### src/rtl/lsu_pkg.sv
package lsu_pkg;

    typedef enum logic [1:0] {
        ACC_WORD_LD = 2'b00,
        ACC_WORD_ST = 2'b01,
        ACC_FILL_HI = 2'b10,
        ACC_FILL_LO = 2'b11
    } acc_kind_e;

endpackage

### src/rtl/lsu_ea_gen.sv
module lsu_ea_gen
    import lsu_pkg::*;
#(
    parameter int XLEN  = 32,
    parameter int IMM_W = 16
) (
    input  logic [XLEN-1:0]  base_i,
    input  logic [IMM_W-1:0] offset_i,
    input  acc_kind_e        kind_i,
    output logic [XLEN-1:0]  ea_o,
    output logic             misaligned_o
);
    localparam int NB    = XLEN / 8;
    localparam int OFS_W = $clog2(NB);

    logic [XLEN-1:0] sext_ofs;
    logic            whole_word;

    always_comb begin
        sext_ofs     = {{(XLEN-IMM_W){offset_i[IMM_W-1]}}, offset_i};
        ea_o         = base_i + sext_ofs;
        // Only whole-word kinds carry an alignment rule.
        whole_word   = (kind_i == ACC_WORD_LD) || (kind_i == ACC_WORD_ST);
        misaligned_o = whole_word && (ea_o[OFS_W-1:0] != '0);
    end

endmodule

### src/rtl/lsu_byte_merge.sv
module lsu_byte_merge
    import lsu_pkg::*;
#(
    parameter int XLEN = 32
) (
    input  acc_kind_e                     kind_i,
    input  logic [$clog2(XLEN/8)-1:0]     ofs_i,
    input  logic [XLEN-1:0]               mem_word_i,
    input  logic [XLEN-1:0]               old_i,
    output logic [XLEN-1:0]               merged_o
);
    localparam int NB = XLEN / 8;

    // Lane i counts from the most significant byte (big endian).
    for (genvar i = 0; i < NB; i++) begin : g_lane
        logic [7:0] lane_b;
        int         src;
        logic       take;

        always_comb begin
            unique case (kind_i)
                ACC_FILL_HI: begin
                    src  = i + int'(ofs_i);
                    take = (src <= NB - 1);
                end
                ACC_FILL_LO: begin
                    src  = i - (NB - 1 - int'(ofs_i));
                    take = (src >= 0);
                end
                default: begin
                    src  = i;
                    take = 1'b1;
                end
            endcase
            if (take) begin
                lane_b = 8'(mem_word_i >> (8 * (NB - 1 - src)));
            end else begin
                lane_b = old_i[XLEN-1-8*i -: 8];
            end
        end

        assign merged_o[XLEN-1-8*i -: 8] = lane_b;
    end

endmodule

### src/rtl/lsu_addr_align.sv
module lsu_addr_align
    import lsu_pkg::*;
#(
    parameter int XLEN  = 32,
    parameter int IMM_W = 16
) (
    input  logic             clk_i,
    input  logic             rst_ni,
    input  logic             req_valid_i,
    input  logic [1:0]       req_kind_i,
    input  logic [XLEN-1:0]  base_i,
    input  logic [IMM_W-1:0] offset_i,
    input  logic [XLEN-1:0]  old_val_i,
    input  logic [XLEN-1:0]  mem_rdata_i,
    output logic             mem_req_o,
    output logic             mem_we_o,
    output logic [XLEN-1:0]  mem_addr_o,
    output logic             addr_err_o,
    output logic             wb_valid_o,
    output logic [XLEN-1:0]  wb_data_o
);
    localparam int NB    = XLEN / 8;
    localparam int OFS_W = $clog2(NB);

    typedef struct packed {
        logic            s1_vld;
        acc_kind_e       s1_kind;
        logic [XLEN-1:0] s1_ea;
        logic            s1_err;
        logic [XLEN-1:0] s1_old;
        logic            s2_vld;
        logic [XLEN-1:0] s2_data;
    } state_t;

    state_t          st_d, st_q;
    acc_kind_e       kind_in;
    logic [XLEN-1:0] ea_calc;
    logic            misal_calc;
    logic [XLEN-1:0] merged;

    assign kind_in = acc_kind_e'(req_kind_i);

    lsu_ea_gen #(
        .XLEN (XLEN),
        .IMM_W(IMM_W)
    ) i_ea_gen (
        .base_i      (base_i),
        .offset_i    (offset_i),
        .kind_i      (kind_in),
        .ea_o        (ea_calc),
        .misaligned_o(misal_calc)
    );

    lsu_byte_merge #(
        .XLEN(XLEN)
    ) i_merge (
        .kind_i    (st_q.s1_kind),
        .ofs_i     (st_q.s1_ea[OFS_W-1:0]),
        .mem_word_i(mem_rdata_i),
        .old_i     (st_q.s1_old),
        .merged_o  (merged)
    );

    always_comb begin
        st_d         = st_q;
        st_d.s1_vld  = req_valid_i;
        st_d.s1_kind = kind_in;
        st_d.s1_ea   = ea_calc;
        st_d.s1_err  = req_valid_i && misal_calc;
        st_d.s1_old  = old_val_i;
        st_d.s2_vld  = st_q.s1_vld && !st_q.s1_err && (st_q.s1_kind != ACC_WORD_ST);
        if (st_q.s1_vld) begin
            st_d.s2_data = merged;
        end
    end

    always_ff @(posedge clk_i or negedge rst_ni) begin
        if (!rst_ni) begin
            st_q <= '0;
        end else begin
            st_q <= st_d;
        end
    end

    assign mem_req_o  = st_q.s1_vld && !st_q.s1_err;
    assign mem_we_o   = mem_req_o && (st_q.s1_kind == ACC_WORD_ST);
    assign mem_addr_o = {st_q.s1_ea[XLEN-1:OFS_W], {OFS_W{1'b0}}};
    assign addr_err_o = st_q.s1_vld && st_q.s1_err;
    assign wb_valid_o = st_q.s2_vld;
    assign wb_data_o  = st_q.s2_data;

endmodule

### config.mk
export PLATFORM = sky130hd
export DESIGN_NAME = lsu_addr_align
export DESIGN_NICKNAME = d
export VERILOG_FILES = /design/src/rtl/lsu_pkg.sv /design/src/rtl/lsu_ea_gen.sv /design/src/rtl/lsu_byte_merge.sv /design/src/rtl/lsu_addr_align.sv
export SDC_FILE = /design/constraint.sdc
export NUM_CORES = 1
export LEC_CHECK = 0
export BUFFER_PORTS_ARGS = -buffer_cell sky130_fd_sc_hd__buf_2
export CAP_MARGIN = 30
export CORE_MARGIN = 3
export CORE_UTILIZATION = 45
export DETAILED_ROUTE_END_ITERATION = 16
export GPL_ROUTABILITY_DRIVEN = 0
export PLACE_DENSITY = 0.76
export SYNTH_ARGS = -nofsm -noshare
export SYNTH_HDL_FRONTEND = slang
export SYNTH_SLANG_ARGS = --single-unit
### constraint.sdc
create_clock -name clk_i -period 2.81 [get_ports clk_i]
set_input_delay 0.281 -clock clk_i [delete_from_list [all_inputs] [get_ports clk_i]]
set_output_delay 0.281 -clock clk_i [all_outputs]
set_load 0.1 [all_outputs]
==> results of run 1 <==
-- cell type report --
cell class,count,area [um^2],area share
clock inverter,5,35.0,0.00468
sequential,101,2530,0.338
inverter,16,60.1,0.00802
clock buffer,11,253,0.0338
tap,180,225,0.0301
multi-input combinational,445,3360,0.449
timing repair buffer,195,1030,0.137
-- cells in the mapped netlist, types with 4 or more instances --
master	instances	area (um^2)
dfrtp_1	101	2530
buf_4	65	488
nor2_1	53	199
a21oi_1	52	260
mux2i_1	43	430
nand2_1	43	161
ha_1	35	438
a22oi_1	24	180
xnor2_1	21	184
a31oi_1	16	100
inv_1	16	60.1
o21ai_0	15	75.1
clkbuf_1	12	45.0
a211o_1	10	87.6
a21o_1	9	67.6
buf_2	9	45.0
mux4_2	8	180
xor2_1	8	70.1
mux2_2	7	78.8
nor2b_1	7	43.8
and3_1	6	37.5
nor3_1	6	30.0
buf_6	5	56.3
nand3_1	5	25.0
nand4_1	5	31.3
o211ai_1	5	37.5
o21a_1	4	30.0
o21ai_1	4	20.0
-- power by group through the flow --
stage | combinational [mW] | clock (mW) | sequential [mW]
2_1_floorplan | 2.44 | 0 | 1.76
3_3_place_gp | 2.65 | 0 | 1.78
3_5_place_dp | 2.66 | 0 | 1.78
4_1_cts | 2.67 | 1.24 | 1.76
5_1_grt | 2.80 | 1.30 | 1.78
6_report | 2.67 | 1.21 | 1.76
-- per-layer routing --
| layer | vias to the layer above | wire length (um) | GRT usage |
|---|---|---|---|
| met2 | 205 | 8050 | 0.342 |
| met1 | 2482 | 6770 | 0.253 |
| met3 | 30 | 1320 | 0.0577 |
| met4 | 6 | 325 | 0.0612 |
| li1 | 2535 | - | - |
| met5 | - | 28 | 0 |
-- worst paths after layout --
kind                                   start           end  slack (ps)
min in group asynchronous             rst_ni      st_q[98]         540
worst max register to register      st_q[67]  wb_data_o[3]         540
worst min register to register      st_q[35]  wb_data_o[2]         510
max in group asynchronous             rst_ni  wb_data_o[0]        1560
worst max-delay path                st_q[67]  wb_data_o[3]         540
worst min-delay path            old_val_i[7]      st_q[40]          30
-- kinds of logic (layout without fill, tap and decap cells) --
group	Yosys count	after routing	share of synthesized area
other	1	2	0.000569
and+or+nand+nor	141	141	0.0976
AOI/OAI and AO/OA	178	178	0.194
muxes	59	59	0.106
DFF	101	101	0.383
xor gates and xnor gates	29	29	0.0385
adders and majority gates	36	36	0.0695
buffers and inverters	112	227	0.110
-- critical path, cell delays in order, from the launching register on --
cell	delay (ps)
dfrtp_1	420
inv_1	100
ha_1	350
o211ai_4	180
buf_4	350
mux2_2	370
nor2_1	90
a211o_1	160
a31oi_1	100
-- stage by stage --
stage / hold slack, ps / util / cell area (um^2)
detailed placement: 357 / 0.510 / 7190
global route: 16.4 / 0.531 / 7490
floorplan: -14.6 / - / 6610
global placement: 350 / 0.510 / 7190
finish: 31.8 / 0.531 / 7490
CTS: 17.7 / 0.531 / 7490
-- cells in the final DEF, fill, tap and decap left out, types with 21 or more instances in the layout --
cell type / count
buf_2: 181
dfrtp_1: 100
nor2_1: 53
a21oi_1: 52
mux2i_1: 43
nand2_1: 42
ha_1: 35
a22oi_1: 24
xnor2_1: 21
-- sequential cells by signal, summed over array words and instances, names as in the netlist --
| signal | flops |
|---|---|
| mem_addr_o | 30 |
| st_q | 38 |
| wb_data_o | 32 |
| wb_valid_o | 1 |
-- timing repair --
action                                 4_1_cts  5_1_grt
buffers inserted                             0        0
endpoints found under the hold margin       49        0
setup endpoints to repair                    0        0
hold buffers                                 1        0
==> flow_metrics.env, run 1 <==
export IMPL_whs_path_depth=1
export IMPL_grt_usage=0.203
export IMPL_die_y_um=127
export IMPL_grt_max_degree=53
export IMPL_vias=5258
export IMPL_drc=0
export IMPL_clkSinkCount=101
export IMPL_gr_total_overflow=0
export IMPL_vias_per_cell=5.52
export IMPL_dieArea_um2=16100
export IMPL_grt_pass1_vias=5026
export IMPL_area_growth_pct=13.6
export IMPL_critical_path_required_ps=3020
export IMPL_max_freq_ghz=0.440
export IMPL_hold_viol=0
export IMPL_slew_violations=0
export IMPL_port_buffers=182
export IMPL_dp_hpwl_um=12700
export IMPL_ant_nets=0
export IMPL_clock_power_share=0.215
export IMPL_worst_r2r_path_depth=8
export IMPL_drive_gt1_frac=0.325
export IMPL_avgSynthCellArea_um2=10.0
export IMPL_netlist_instances=657
export IMPL_p_leak_nw=3.70
export IMPL_setup_slack_ps=536
export IMPL_period_needed_ps=2270
export IMPL_cts_resized_gates=0
export IMPL_worst_slew_pin_slew_ps=799
export IMPL_clk_latency_ps=350
export IMPL_routedWlPerCell_um=17.3
export IMPL_vdd_drop_max_v=0.000464
export IMPL_hold_path_class="in2reg"
export IMPL_synthArstFlopShare=1.00
export IMPL_cp_start_kind="register"
export IMPL_synth_cell_types=75
export IMPL_cp_end_kind="register"
export IMPL_antenna_cells=0
export IMPL_synth_edf_count=0
export IMPL_synth_ff_type="dfrtp_1"
export IMPL_core_area_um2=14100
export IMPL_fin_skew_ps=5.64
export IMPL_cts_root_buf="clkbuf_16"
export IMPL_critPathKind="reg2reg"
export IMPL_grt_pass1_wl_um=25800
export IMPL_start_util=0.468
export IMPL_drt_iter0_markers=296
export IMPL_layout_nets=921
export IMPL_swShare=0.483
export IMPL_clk_pin_slew_ps=70
export IMPL_power_density_nw_per_um2=752
export IMPL_cts_tree="yes"
export IMPL_p_int_mw=2.91
export IMPL_fp_row_count=43
export IMPL_dp_slack_ps=268
export IMPL_ctsHtreeMaxLevel=3
export IMPL_switchingPower_mw=2.72
export IMPL_cts_buffer_depth=2
export IMPL_dp_cells=936
export IMPL_cp_max_fo=24
export IMPL_maxCapViolCount=0
export IMPL_fill_cells=1292
export IMPL_relSlewSlack=0.466
export IMPL_synth_warnings=0
export IMPL_wirelength_um=16500
export IMPL_p_seq_frac=0.312
export IMPL_tns_ps=0
export IMPL_total_power_mw=5.63
export IMPL_combPwrFrac=0.473
export IMPL_die_x_um=127
export IMPL_ys_seq_area_frac=0.383
export IMPL_setup_viol=0
export IMPL_cts_buffers=9
export IMPL_period_share=0.809
export IMPL_io_pins=185
export IMPL_rsz0062_at_grt="false"
export IMPL_final_cells=953
export IMPL_firstDrtPassIters=5
export IMPL_status="finished, final reports clean"
export IMPL_cp_arrival_ps=2480
export IMPL_grt_antenna_before_repair=3
export IMPL_syn_cell_area_um2=6590
export IMPL_synth_seq_cells=101
(Power assumes the default switching activity.)
==> run 2: changes to the inputs <==
--- a/config.mk
+++ b/config.mk
@@ -5,6 +5,7 @@
 export SDC_FILE = /design/constraint.sdc
 export NUM_CORES = 1
 export LEC_CHECK = 0
+export ABC_AREA = 1
 export BUFFER_PORTS_ARGS = -buffer_cell sky130_fd_sc_hd__buf_2
 export CAP_MARGIN = 30
 export CORE_MARGIN = 3
==> constraint.sdc (replaced) <==
create_clock -name clk_i -period 2.2 [get_ports clk_i]
set_input_delay 0.22 -clock clk_i [delete_from_list [all_inputs] [get_ports clk_i]]
set_output_delay 0.22 -clock clk_i [all_outputs]
set_load 0.1 [all_outputs]
==> run 2 against run 1 <==
Against the previous run:
- non-clock buffer count rose by 36
- area after synthesis rose by 8.1%
- critical path depth rose by 2
- worst hold slack improved by 140 ps
- utilization rose by 2.4 points
- setup slack got worse by 290 ps
- design area rose by 14%
- die area rose by 7.7%
- critical endpoint is now wb_data_o[14]
- largest cell class unchanged
- largest power group unchanged
==> flow_metrics.env, run 2 <==
export IMPL_multiInputGateArea_um2=3450
export IMPL_register_area_um2=2530
export IMPL_routedWlPerCell_um=14.0
export IMPL_swShare=0.496
export IMPL_avgSynthCellArea_um2=6.82
export IMPL_netlist_top_cells_area="dfrtp_1, nand2_1, inv_1, buf_4, nand3_1"
export IMPL_layout_commonest_cell="nand2_1"
export IMPL_cts_resized_gates=0
export IMPL_critical_path_required_ps=2470
export IMPL_die_y_um=132
export IMPL_start_util=0.464
export IMPL_netlist_instances=1045
export IMPL_grt_pass1_vias=6453
export IMPL_synth_top_area_cell="dfrtp_1"
export IMPL_hold_viol=0
export IMPL_grt_antenna_before_repair=1
export IMPL_port_buffers=182
export IMPL_p_seq_frac=0.308
export IMPL_rrSetupSlack_ps=250
export IMPL_ant_nets=0
export IMPL_post_cts_buffers=0
export IMPL_slew_violations=0
export IMPL_ys_seq_area_frac=0.355
export IMPL_cp_arrival_ps=2220
export IMPL_ctsHoldBuffers=36
export IMPL_largest_reg_flops=38
export IMPL_cp_max_fo=15
export IMPL_p_int_mw=3.67
export IMPL_max_freq_ghz=0.513
export IMPL_synth_edf_count=0
export IMPL_firstDrtPassIters=5
export IMPL_status="finished, final reports clean"
export IMPL_setup_viol=0
export IMPL_period_share=0.887
export IMPL_cts_root_buf="clkbuf_16"
export IMPL_fp_row_count=45
export IMPL_worst_slew_pin_slew_ps=529
export IMPL_gr_total_overflow=0
export IMPL_dp_hpwl_um=15300
export IMPL_layout_common_cells="nand2_1, buf_2, inv_1"
export IMPL_yosys_cell_count_top_type="nand2_1"
export IMPL_hold_path_class="in2reg"
export IMPL_combPwrFrac=0.485
export IMPL_ctsHtreeMaxLevel=3
export IMPL_synth_commonest_cells="nand2_1, inv_1, dfrtp_1"
export IMPL_fill_cells=1478
export IMPL_clk_latency_ps=350
export IMPL_vdd_drop_max_v=0.000488
export IMPL_cts_tree="yes"
export IMPL_wirelength_um=19900
export IMPL_synth_cell_types=35
export IMPL_tns_ps=0
export IMPL_fin_skew_ps=8.34
export IMPL_layout_nets=1358
export IMPL_synth_warnings=0
export IMPL_switchingPower_mw=3.60
export IMPL_grt_usage=0.228
export IMPL_utilization=0.555
export IMPL_area_growth_pct=19.6
export IMPL_vias_per_cell=4.90
export IMPL_synth_ff_type="dfrtp_1"
export IMPL_cts_buffers=9
export IMPL_syn_cell_area_um2=7130
export IMPL_clkSinkCount=101
export IMPL_top_register="st_q"
export IMPL_power_density_nw_per_um2=853
export IMPL_drt_iter0_markers=581
export IMPL_yosys_area_top_type_share=0.355
export IMPL_period_needed_ps=1950
export IMPL_io_pins=185
export IMPL_relSlewSlack=0.646
export IMPL_synth_seq_cells=101
export IMPL_cp_end_kind="register"
export IMPL_critPathKind="reg2reg"
export IMPL_clock_power_share=0.207
export IMPL_synthArstFlopShare=1.00
export IMPL_drive_gt1_frac=0.188
export IMPL_p_leak_nw=4.89
export IMPL_drc=0
export IMPL_grt_max_degree=102
export IMPL_grt_pass1_wl_um=31800
export IMPL_cts_buffer_depth=2
export IMPL_core_area_um2=15400
export IMPL_dieArea_um2=17400
export IMPL_maxCapViolCount=0
export IMPL_rsz0062_at_grt="false"
export IMPL_clk_pin_slew_ps=70
export IMPL_cp_start_kind="register"
export IMPL_die_x_um=132
export IMPL_vias=6959
export IMPL_antenna_cells=0
==> run 2: cell count changes in the layout (fill, tap and decap cells not counted), moves of 10 or more <==
cell	change
a211o_1	-10
a21oi_1	+11
a22oi_1	-24
a31oi_1	-16
dlygate4sd3_1	+35
inv_1	+132
mux2i_1	-43
nand2_1	+320
nand3_1	+83
nor2_1	+20
o211ai_1	+10
xnor2_1	-19
==> run 2: power groups by stage <==
stage               clock (mW)  sequential [mW]  combinational, mW
CTS                       1.55             2.24               3.53
finish                    1.51             2.24               3.52
detailed placement           0             2.27               3.47
global route              1.64             2.27               3.74
global placement             0             2.27               3.45
floorplan                    0             2.25               3.09
==> run 2: cell families after synthesis <==
group	count (synthesis)	share of synthesized area
other	1	0.000526
AO/OA/AOI/OAI	102	0.0802
adder cells (fa/ha/maj)	36	0.0642
XOR/XNOR	15	0.0184
AND/OR/NAND/NOR	554	0.318
flip-flops	101	0.355
buffers and inverters	236	0.164
==> run 2: layout make-up <==
cell class / instances / area share
clock inverter: 3 / 0.00250
multi-input combinational: 709 / 0.405
inverter: 153 / 0.0677
timing repair buffer: 231 / 0.167
tap: 211 / 0.0310
clock buffer: 12 / 0.0301
sequential: 101 / 0.296
==> run 2: worst paths after layout <==
path	cells after the start	startpoint	end
min	4	base_i[31]	mem_addr_o[31]
max in group asynchronous	3	rst_ni	st_q[66]
min in group asynchronous	3	rst_ni	wb_data_o[24]
min reg2reg	2	wb_data_o[1]	wb_data_o[1]
max reg2reg	10	st_q[66]	wb_data_o[14]
max	10	st_q[66]	wb_data_o[14]
==> run 2: critical path: stages (launching register included) <==
cell,delay [ps]
dfrtp_1,410
inv_1,110
ha_1,290
inv_1,70
nor2_4,260
inv_2,70
nand2_4,140
inv_4,110
nand3_1,90
nand3_1,140
a21oi_1,170
==> run 2: stage by stage <==
stage | instances | hold slack [ps] | power, mW | instance area (um^2) | worst slack (ps)
global route | 1420 | 184 | 7.65 | 8520 | 104
global placement | 1369 | 328 | 5.72 | 7890 | 180
floorplan | 1046 | -75.6 | 5.34 | 7150 | 9.93
CTS | 1420 | 163 | 7.32 | 8520 | 247
detailed placement | 1369 | 329 | 5.74 | 7890 | 194
finish | 1420 | 173 | 7.27 | 8520 | 249
==> run 2: per-layer routing <==
| metal | GRT usage | part of all wire | routed length [um] |
|---|---|---|---|
| met1 | 0.279 | 0.40 | 7960 |
| met2 | 0.394 | 0.49 | 9730 |
| met3 | 0.0531 | 0.080 | 1580 |
| met4 | 0.0834 | 0.029 | 568 |
| met5 | 0 | 0.00065 | 13 |
